File: src/rtl/rrw_pkg.sv
package rrw_pkg;
  typedef enum logic [1:0] {
    ST_IDLE  = 2'd0,
    ST_WORD0 = 2'd1,
    ST_WORD1 = 2'd2
  } wr_state_e;

  localparam int IMM_BUSY_BIT  = 0;
  localparam int IMM_VALID_BIT = 1;
  localparam int IMM_CAD_LSB   = 4;
  localparam int UNSOL_BIT     = 4;
endpackage

File: src/rtl/rrw_entry_writer.sv
module rrw_entry_writer
  import rrw_pkg::*;
#(
  parameter int ADDR_W = 32,
  parameter int DATA_W = 32,
  parameter int PTR_W  = 8
) (
  input  logic              clk_i,
  input  logic              rst_ni,
  input  logic              start_i,
  input  logic [ADDR_W-1:0] base_i,
  input  logic [DATA_W-1:0] word0_i,
  input  logic [DATA_W-1:0] word1_i,
  input  logic              wp_rst_i,
  input  logic              mem_ack_i,
  output logic              mem_req_o,
  output logic [ADDR_W-1:0] mem_addr_o,
  output logic [DATA_W-1:0] mem_wdata_o,
  output logic              busy_o,
  output logic              done_o,
  output logic [PTR_W-1:0]  wp_o
);
  localparam int WORD_BYTES  = DATA_W / 8;
  localparam int ENTRY_SHIFT = $clog2(2 * WORD_BYTES);
  localparam int OFF_W       = PTR_W + ENTRY_SHIFT;

  wr_state_e         state_q;
  logic [PTR_W-1:0]  wp_q, slot_q;
  logic [ADDR_W-1:0] base_q;
  logic [DATA_W-1:0] w0_q, w1_q;
  logic [ADDR_W-1:0] entry_off, word_off;

  assign done_o    = (state_q == ST_WORD1) && mem_ack_i;
  assign busy_o    = (state_q != ST_IDLE);
  assign mem_req_o = busy_o;
  assign wp_o      = wp_q;

  assign entry_off   = {{(ADDR_W-OFF_W){1'b0}}, slot_q, {ENTRY_SHIFT{1'b0}}};
  assign word_off    = (state_q == ST_WORD1) ? ADDR_W'(WORD_BYTES) : '0;
  assign mem_addr_o  = base_q + entry_off + word_off;
  assign mem_wdata_o = (state_q == ST_WORD1) ? w1_q : w0_q;

  always_ff @(posedge clk_i or negedge rst_ni) begin
    if (!rst_ni) begin
      state_q <= ST_IDLE;
      wp_q    <= '0;
      slot_q  <= '0;
      base_q  <= '0;
      w0_q    <= '0;
      w1_q    <= '0;
    end else begin
      unique case (state_q)
        ST_IDLE: if (start_i) begin
          state_q <= ST_WORD0;
          slot_q  <= wp_q + 1'b1;   // pre-increment, wraps modulo 2**PTR_W
          base_q  <= base_i;
          w0_q    <= word0_i;
          w1_q    <= word1_i;
        end
        ST_WORD0: if (mem_ack_i) state_q <= ST_WORD1;
        ST_WORD1: if (mem_ack_i) state_q <= ST_IDLE;
        default:  state_q <= ST_IDLE;
      endcase
      if (wp_rst_i)    wp_q <= '0;
      else if (done_o) wp_q <= slot_q;
    end
  end

  a_r1_req_hold: assert property (@(posedge clk_i) disable iff (!rst_ni)
    (mem_req_o && !mem_ack_i) |=> (mem_req_o && $stable(mem_addr_o) && $stable(mem_wdata_o)));

  a_r4_ptr_moves_on_done: assert property (@(posedge clk_i) disable iff (!rst_ni)
    (!$stable(wp_q) && !$past(wp_rst_i)) |-> $past(state_q == ST_WORD1 && mem_ack_i));

  a_r2_second_word_follows: assert property (@(posedge clk_i) disable iff (!rst_ni)
    (state_q == ST_WORD0 && mem_ack_i) |=> (state_q == ST_WORD1 && mem_req_o));
endmodule

File: src/rtl/rrw_coalesce.sv
module rrw_coalesce #(
  parameter int CNT_W = 8
) (
  input  logic             clk_i,
  input  logic             rst_ni,
  input  logic             entry_done_i,
  input  logic [CNT_W-1:0] thresh_i,
  input  logic             cmd_empty_i,
  input  logic             irq_en_i,
  input  logic             sts_clr_i,
  output logic [CNT_W-1:0] cnt_o,
  output logic             irq_sts_o,
  output logic             restart_o
);
  logic [CNT_W-1:0] cnt_q, cnt_inc;
  logic             sts_q, restart_q;
  logic             set_hit, do_clr;

  always_comb begin
    cnt_inc = cnt_q + 1'b1;
    set_hit = entry_done_i && irq_en_i && ((cnt_inc == thresh_i) || cmd_empty_i);
    // a set in the same cycle wins over the clear
    do_clr  = sts_clr_i && sts_q && !set_hit;
  end

  always_ff @(posedge clk_i or negedge rst_ni) begin
    if (!rst_ni) begin
      cnt_q     <= '0;
      sts_q     <= 1'b0;
      restart_q <= 1'b0;
    end else begin
      restart_q <= do_clr;
      if (do_clr)            cnt_q <= '0;
      else if (entry_done_i) cnt_q <= cnt_inc;
      if (set_hit)           sts_q <= 1'b1;
      else if (do_clr)       sts_q <= 1'b0;
    end
  end

  assign cnt_o     = cnt_q;
  assign irq_sts_o = sts_q;
  assign restart_o = restart_q;

  a_r6_set_needs_enable: assert property (@(posedge clk_i) disable iff (!rst_ni)
    $rose(sts_q) |-> $past(irq_en_i && entry_done_i));

  a_r8_clear_restarts: assert property (@(posedge clk_i) disable iff (!rst_ni)
    $fell(sts_q) |-> (restart_q && cnt_q == '0));

  a_r8_restart_single: assert property (@(posedge clk_i) disable iff (!rst_ni)
    restart_q |=> !restart_q);

  a_r6_count_step: assert property (@(posedge clk_i) disable iff (!rst_ni)
    (!$stable(cnt_q) && !restart_q) |-> $past(entry_done_i));
endmodule

File: src/rtl/rrw_imm_latch.sv
module rrw_imm_latch
  import rrw_pkg::*;
#(
  parameter int DATA_W = 32,
  parameter int CAD_W  = 4,
  localparam int STS_W = CAD_W + IMM_CAD_LSB
) (
  input  logic              clk_i,
  input  logic              rst_ni,
  input  logic              busy_set_i,
  input  logic              valid_clr_i,
  input  logic              capture_i,
  input  logic [DATA_W-1:0] data_i,
  input  logic [CAD_W-1:0]  cad_i,
  output logic              busy_o,
  output logic [DATA_W-1:0] rsp_o,
  output logic [STS_W-1:0]  sts_o
);
  logic              busy_q, valid_q;
  logic [CAD_W-1:0]  cad_q;
  logic [DATA_W-1:0] rsp_q;

  always_ff @(posedge clk_i or negedge rst_ni) begin
    if (!rst_ni) begin
      busy_q  <= 1'b0;
      valid_q <= 1'b0;
      cad_q   <= '0;
      rsp_q   <= '0;
    end else if (capture_i) begin
      rsp_q   <= data_i;
      busy_q  <= 1'b0;
      valid_q <= 1'b1;
      cad_q   <= cad_i;
    end else begin
      if (busy_set_i)  busy_q  <= 1'b1;
      if (valid_clr_i) valid_q <= 1'b0;
    end
  end

  assign busy_o = busy_q;
  assign rsp_o  = rsp_q;
  assign sts_o  = {cad_q, {(IMM_CAD_LSB-2){1'b0}}, valid_q, busy_q};

  a_r10_valid_after_busy: assert property (@(posedge clk_i) disable iff (!rst_ni)
    $rose(valid_q) |-> (!busy_q && $past(busy_q)));

  a_r10_capture_only_armed: assert property (@(posedge clk_i) disable iff (!rst_ni)
    capture_i |-> busy_q);
endmodule

File: src/rtl/rrw_ring_writer.sv
module rrw_ring_writer
  import rrw_pkg::*;
#(
  parameter int ADDR_W = 32,
  parameter int DATA_W = 32,
  parameter int PTR_W  = 8,
  parameter int CNT_W  = 8,
  parameter int CAD_W  = 4
) (
  input  logic                       clk_i,
  input  logic                       rst_ni,
  input  logic                       rsp_valid_i,
  output logic                       rsp_ready_o,
  input  logic [DATA_W-1:0]          rsp_data_i,
  input  logic [CAD_W-1:0]           rsp_cad_i,
  input  logic                       rsp_unsol_i,
  input  logic                       dma_en_i,
  input  logic                       irq_en_i,
  input  logic [ADDR_W-1:0]          ring_base_i,
  input  logic [CNT_W-1:0]           rsp_thresh_i,
  input  logic                       cmd_empty_i,
  input  logic                       wp_rst_i,
  input  logic                       sts_clr_i,
  input  logic                       imm_busy_set_i,
  input  logic                       imm_valid_clr_i,
  output logic                       mem_req_o,
  output logic [ADDR_W-1:0]          mem_addr_o,
  output logic [DATA_W-1:0]          mem_wdata_o,
  input  logic                       mem_ack_i,
  output logic [PTR_W-1:0]           wp_o,
  output logic [CNT_W-1:0]           rsp_cnt_o,
  output logic                       irq_sts_o,
  output logic                       fetch_restart_o,
  output logic [DATA_W-1:0]          imm_rsp_o,
  output logic [CAD_W+IMM_CAD_LSB-1:0] imm_sts_o
);
  logic              accept, wr_busy, entry_done, imm_busy;
  logic              start_entry, imm_capture;
  logic [DATA_W-1:0] ext_word;

  assign rsp_ready_o = !wr_busy;
  assign accept      = rsp_valid_i && rsp_ready_o;
  assign imm_capture = accept && imm_busy;
  assign start_entry = accept && !imm_busy && dma_en_i;
  assign ext_word    = {{(DATA_W-UNSOL_BIT-1){1'b0}}, rsp_unsol_i,
                        {(UNSOL_BIT-CAD_W){1'b0}}, rsp_cad_i};

  rrw_entry_writer #(.ADDR_W(ADDR_W), .DATA_W(DATA_W), .PTR_W(PTR_W)) u_writer (
    .clk_i       (clk_i),
    .rst_ni      (rst_ni),
    .start_i     (start_entry),
    .base_i      (ring_base_i),
    .word0_i     (rsp_data_i),
    .word1_i     (ext_word),
    .wp_rst_i    (wp_rst_i),
    .mem_ack_i   (mem_ack_i),
    .mem_req_o   (mem_req_o),
    .mem_addr_o  (mem_addr_o),
    .mem_wdata_o (mem_wdata_o),
    .busy_o      (wr_busy),
    .done_o      (entry_done),
    .wp_o        (wp_o)
  );

  rrw_coalesce #(.CNT_W(CNT_W)) u_coalesce (
    .clk_i        (clk_i),
    .rst_ni       (rst_ni),
    .entry_done_i (entry_done),
    .thresh_i     (rsp_thresh_i),
    .cmd_empty_i  (cmd_empty_i),
    .irq_en_i     (irq_en_i),
    .sts_clr_i    (sts_clr_i),
    .cnt_o        (rsp_cnt_o),
    .irq_sts_o    (irq_sts_o),
    .restart_o    (fetch_restart_o)
  );

  rrw_imm_latch #(.DATA_W(DATA_W), .CAD_W(CAD_W)) u_imm (
    .clk_i       (clk_i),
    .rst_ni      (rst_ni),
    .busy_set_i  (imm_busy_set_i),
    .valid_clr_i (imm_valid_clr_i),
    .capture_i   (imm_capture),
    .data_i      (rsp_data_i),
    .cad_i       (rsp_cad_i),
    .busy_o      (imm_busy),
    .rsp_o       (imm_rsp_o),
    .sts_o       (imm_sts_o)
  );

  a_r1_single_in_flight: assert property (@(posedge clk_i) disable iff (!rst_ni)
    mem_req_o |-> !rsp_ready_o);

  a_r5_drop_no_request: assert property (@(posedge clk_i) disable iff (!rst_ni)
    (accept && !dma_en_i && !imm_busy) |=> (!mem_req_o && $stable(wp_o)));

  a_r10_imm_no_request: assert property (@(posedge clk_i) disable iff (!rst_ni)
    imm_capture |=> !mem_req_o);
endmodule

File: config.mk
export PLATFORM = sky130hd
export DESIGN_NAME = rrw_ring_writer
export DESIGN_NICKNAME = d
export VERILOG_FILES = /design/src/rtl/rrw_pkg.sv /design/src/rtl/rrw_entry_writer.sv /design/src/rtl/rrw_coalesce.sv /design/src/rtl/rrw_imm_latch.sv /design/src/rtl/rrw_ring_writer.sv
export SDC_FILE = /design/constraint.sdc
export NUM_CORES = 1
export LEC_CHECK = 0
export CAP_MARGIN = 40
export CORE_ASPECT_RATIO = 1.75
export CORE_MARGIN = 1.5
export CORE_UTILIZATION = 45
export CTS_BUF_LIST = sky130_fd_sc_hd__clkbuf_4 sky130_fd_sc_hd__clkbuf_8 sky130_fd_sc_hd__clkbuf_16
export CTS_CLUSTER_DIAMETER = 50
export DETAILED_ROUTE_END_ITERATION = 6
export PLACE_DENSITY = 0.82
export RECOVER_POWER = 50
export SLEW_MARGIN = 20
export SYNTH_ARGS = -nofsm -noshare
export SYNTH_HDL_FRONTEND = slang
export SYNTH_SLANG_ARGS = --single-unit
export TNS_END_PERCENT = 50
File: constraint.sdc
create_clock -name clk_i -period 6.6 [get_ports clk_i]
set_clock_uncertainty 0.05 [all_clocks]
set_input_delay 1.32 -clock clk_i [delete_from_list [all_inputs] [get_ports clk_i]]
set_output_delay 1.32 -clock clk_i [all_outputs]
set_load 0.03 [all_outputs]
==> results.sh <==
export IMPL_outcome="finished with violations"
export IMPL_violations="max-capacitance violations, max-slew violations"
export IMPL_routedWlPerCell_um=16.81
export IMPL_synth_simple_gate_area_share_pct=13.68
export IMPL_worstSkewPairLatency_ns=0.40
export IMPL_max_slew_margin_pct=-141.4
export IMPL_core_um2=14300
export IMPL_fp_row_count=58
export IMPL_ctsResizeCount=0
export IMPL_fin_crit_ns=5.521
export IMPL_grt_pass1_vias=5338
export IMPL_synth_mux_area_share_pct=18.41
export IMPL_die_width_um=94.12
export IMPL_final_period_utilization_pct=83.66
export IMPL_synth_compound_area_share_pct=4.364
export IMPL_ff2ff_setup_slack_ns=2.02
export IMPL_finalSetupViolCount=0
export IMPL_worstPathArrival_ns=5.60
export IMPL_grt_first_pass_wirelength_um=25880
export IMPL_cp_end_kind="flop"
export IMPL_portBuffers=209
export IMPL_ys_seq_area_share_pct=51.67
export IMPL_drt_wl_total_um=16020
export IMPL_drcViolationCount=0
export IMPL_cts_buffers=17
export IMPL_cts_path_max_buffers=2
export IMPL_cp_data_required_time_ns=6.68
export IMPL_overflow=0
export IMPL_drt_initial_drc_count=113
export IMPL_synth_top_family_by_area="multiplexers"
export IMPL_place_hpwl_um=11960
export IMPL_gp_congestion=0.7973
export IMPL_ys_flop_type="dfrtp_1"
export IMPL_drive_gt1_share_pct=16.30
export IMPL_fin_area_um2=9370
export IMPL_placed_cell_area_um2=8776
export IMPL_clk_pin_slew_worst_paths_ns=0.06
export IMPL_cts_hold_buffers=0
export IMPL_die_h_um=162.5
export IMPL_antenna_cells=0
export IMPL_cap_violations=2
export IMPL_layoutNonFillerInstCount=953
export IMPL_fin_nets=860
export IMPL_worstPathMaxFanout=64
export IMPL_first_pass_iters=5
export IMPL_grt_start_max_net_pins=69
export IMPL_initial_utilization_pct=45.73
export IMPL_synth_area_per_cell_um2=11.86
export IMPL_ant_nets=0
export IMPL_grtUsageTotal_pct=21.68
export IMPL_synth_adder_area_share_pct=2.411
export IMPL_vias=4953
export IMPL_hp_class="flop to flop"
export IMPL_vias_per_cell=5.197
export IMPL_post_cts_setup_buffer_count=0
export IMPL_fmax_ghz=0.1811
export IMPL_cts_tree="built"
export IMPL_syn2layout_area_growth_pct=43.33
export IMPL_cts_root_buf="clkbuf_16"
export IMPL_ir_drop_mv=0.3284
export IMPL_rsz0062_at_grt="false"
export IMPL_io_pins=212
export IMPL_synth_warnings=0
export IMPL_worst_setup_path_start_kind="input port"
export IMPL_htreeDepth=4
export IMPL_ys_types=52
export IMPL_final_hold_violation_count=0
export IMPL_netlist_instances=551
export IMPL_synth_xor_area_share_pct=6.967
export IMPL_dpl_cell_count=919
export IMPL_postLayoutCoreUtil_pct=65.54
export IMPL_cts_sinks=135
export IMPL_hold_ws_ns=0.4326
export IMPL_worst_slew_pin_slew_ns=3.621
export IMPL_synth_seq_cells=135
export IMPL_critPathKind="input port to flop"
export IMPL_synth_edf_count=0
export IMPL_synthArstFlopShare_pct=100.0
export IMPL_grt_antenna_before_repair=0
export IMPL_die_area_um2=15290
export IMPL_netlist_area_um2=6538
export IMPL_final_max_slew_violation_count=134
export IMPL_p_leak_nw=3.964
export IMPL_power_density_nw_per_um2=517.7
export IMPL_tns_ns=0
[registers in the layout, indices dropped and copies added (netlist names), 2 cells and up]
register	flops
u_coalesce.cnt_o	8
u_writer.slot_q	8
u_writer.w0_q	32
u_writer.base_q	32
u_writer.w1_q	5
u_writer.state_q	2
u_writer.wp_o	8
u_imm.rsp_o	32
u_imm.cad_q	4
[critical path, cell delays in order]
cell and delay, ns:
dlygate4sd3_1 0.54, nand4b_1 0.09, clkbuf_1 0.86, clkbuf_1 2.36, o21ai_0 0.39
[synthesized netlist by cell type, types with 11 or more instances]
library cell | instances | area (um^2)
nand3_1 | 16 | 80.08
nand2_1 | 52 | 195.2
xor2_1 | 28 | 245.2
mux2_2 | 77 | 867.1
mux2_1 | 29 | 326.6
and2_1 | 28 | 175.2
nor2_1 | 28 | 105.1
a21oi_1 | 15 | 75.07
dfrtp_1 | 135 | 3378
xnor2_1 | 24 | 210.2
ha_1 | 11 | 137.6
[area by class of cell]
class / count / area [um^2]
timing repair buffer: 214 / 2128
clock buffer: 18 / 439.2
multi-input combinational: 384 / 3004
clock inverter: 14 / 163.9
tap: 180 / 225.2
sequential: 135 / 3378
fill: 1080 / 4926
inverter: 8 / 31.28
[layout by cell type, fill, tap and decap left out, types with 3 or more instances in the layout]
cell and n:
mux2_1 29, inv_1 7, nand4b_1 3, nor2_1 28, o21ai_0 5, and2_1 27, clkinvlp_4 5, xor2_1 28
nor3_1 8, a21o_1 4, clkbuf_16 17, xnor2_1 24, a21oi_1 15, nor3b_1 3, inv_6 4, ha_1 11
mux2_2 77, nand2_1 52, and3_1 8, nor4b_2 3, o21ai_1 6, clkbuf_1 5, nand3_1 16, clkdlybuf4s50_1 206
dfrtp_1 135, nand2b_1 5
[power by group]
part	leakage (nW)	internal, mW	switching [mW]
clock network	0.280	0.577	0.379
registers	1.65	1.18	0.246
logic	2.03	1.13	1.34
total	3.96	2.89	1.96
[cell families after synthesis]
| family | count (synthesis) |
|---|---|
| AOI/OAI and AO/OA | 43 |
| muxes | 107 |
| DFF | 135 |
| adders and majority gates | 12 |
| buffers and inverters | 33 |
| other | 1 |
| and+or+nand+nor | 168 |
| xor gates and xnor gates | 52 |
[routing by layer]
layer | vias up | GRT usage [%] | share of wire (%)
li1 | 2312 | - | -
met1 | 2432 | 22.60 | 35
met2 | 179 | 40.28 | 56
met3 | 30 | 6.069 | 6.5
met4 | 0 | 8.277 | 2.3
met5 | - | 0 | 0
[stage by stage]
stage	setup WS [ns]	power, mW
global route	0.5206	5.097
floorplan	2.599	2.905
detailed placement	1.740	3.915
finish	1.079	4.851
CTS	1.248	4.897
global placement	1.902	3.830
[path summary, 6_finish.rpt]
path | from | cells after the start | endpoint
max in group asynchronous | rst_ni | 3 | u_imm.cad_q[1]
min reg2reg | u_imm.rsp_o[19] | 1 | u_imm.rsp_o[19]
max | rsp_valid_i | 5 | u_writer.slot_q[6]
min in group asynchronous | rst_ni | 1 | u_writer.base_q[14]
min | u_imm.rsp_o[19] | 1 | u_imm.rsp_o[19]
max reg2reg | u_writer.state_q[1] | 5 | u_writer.slot_q[6]
Note: power is estimated with default switching activity, not from simulation.
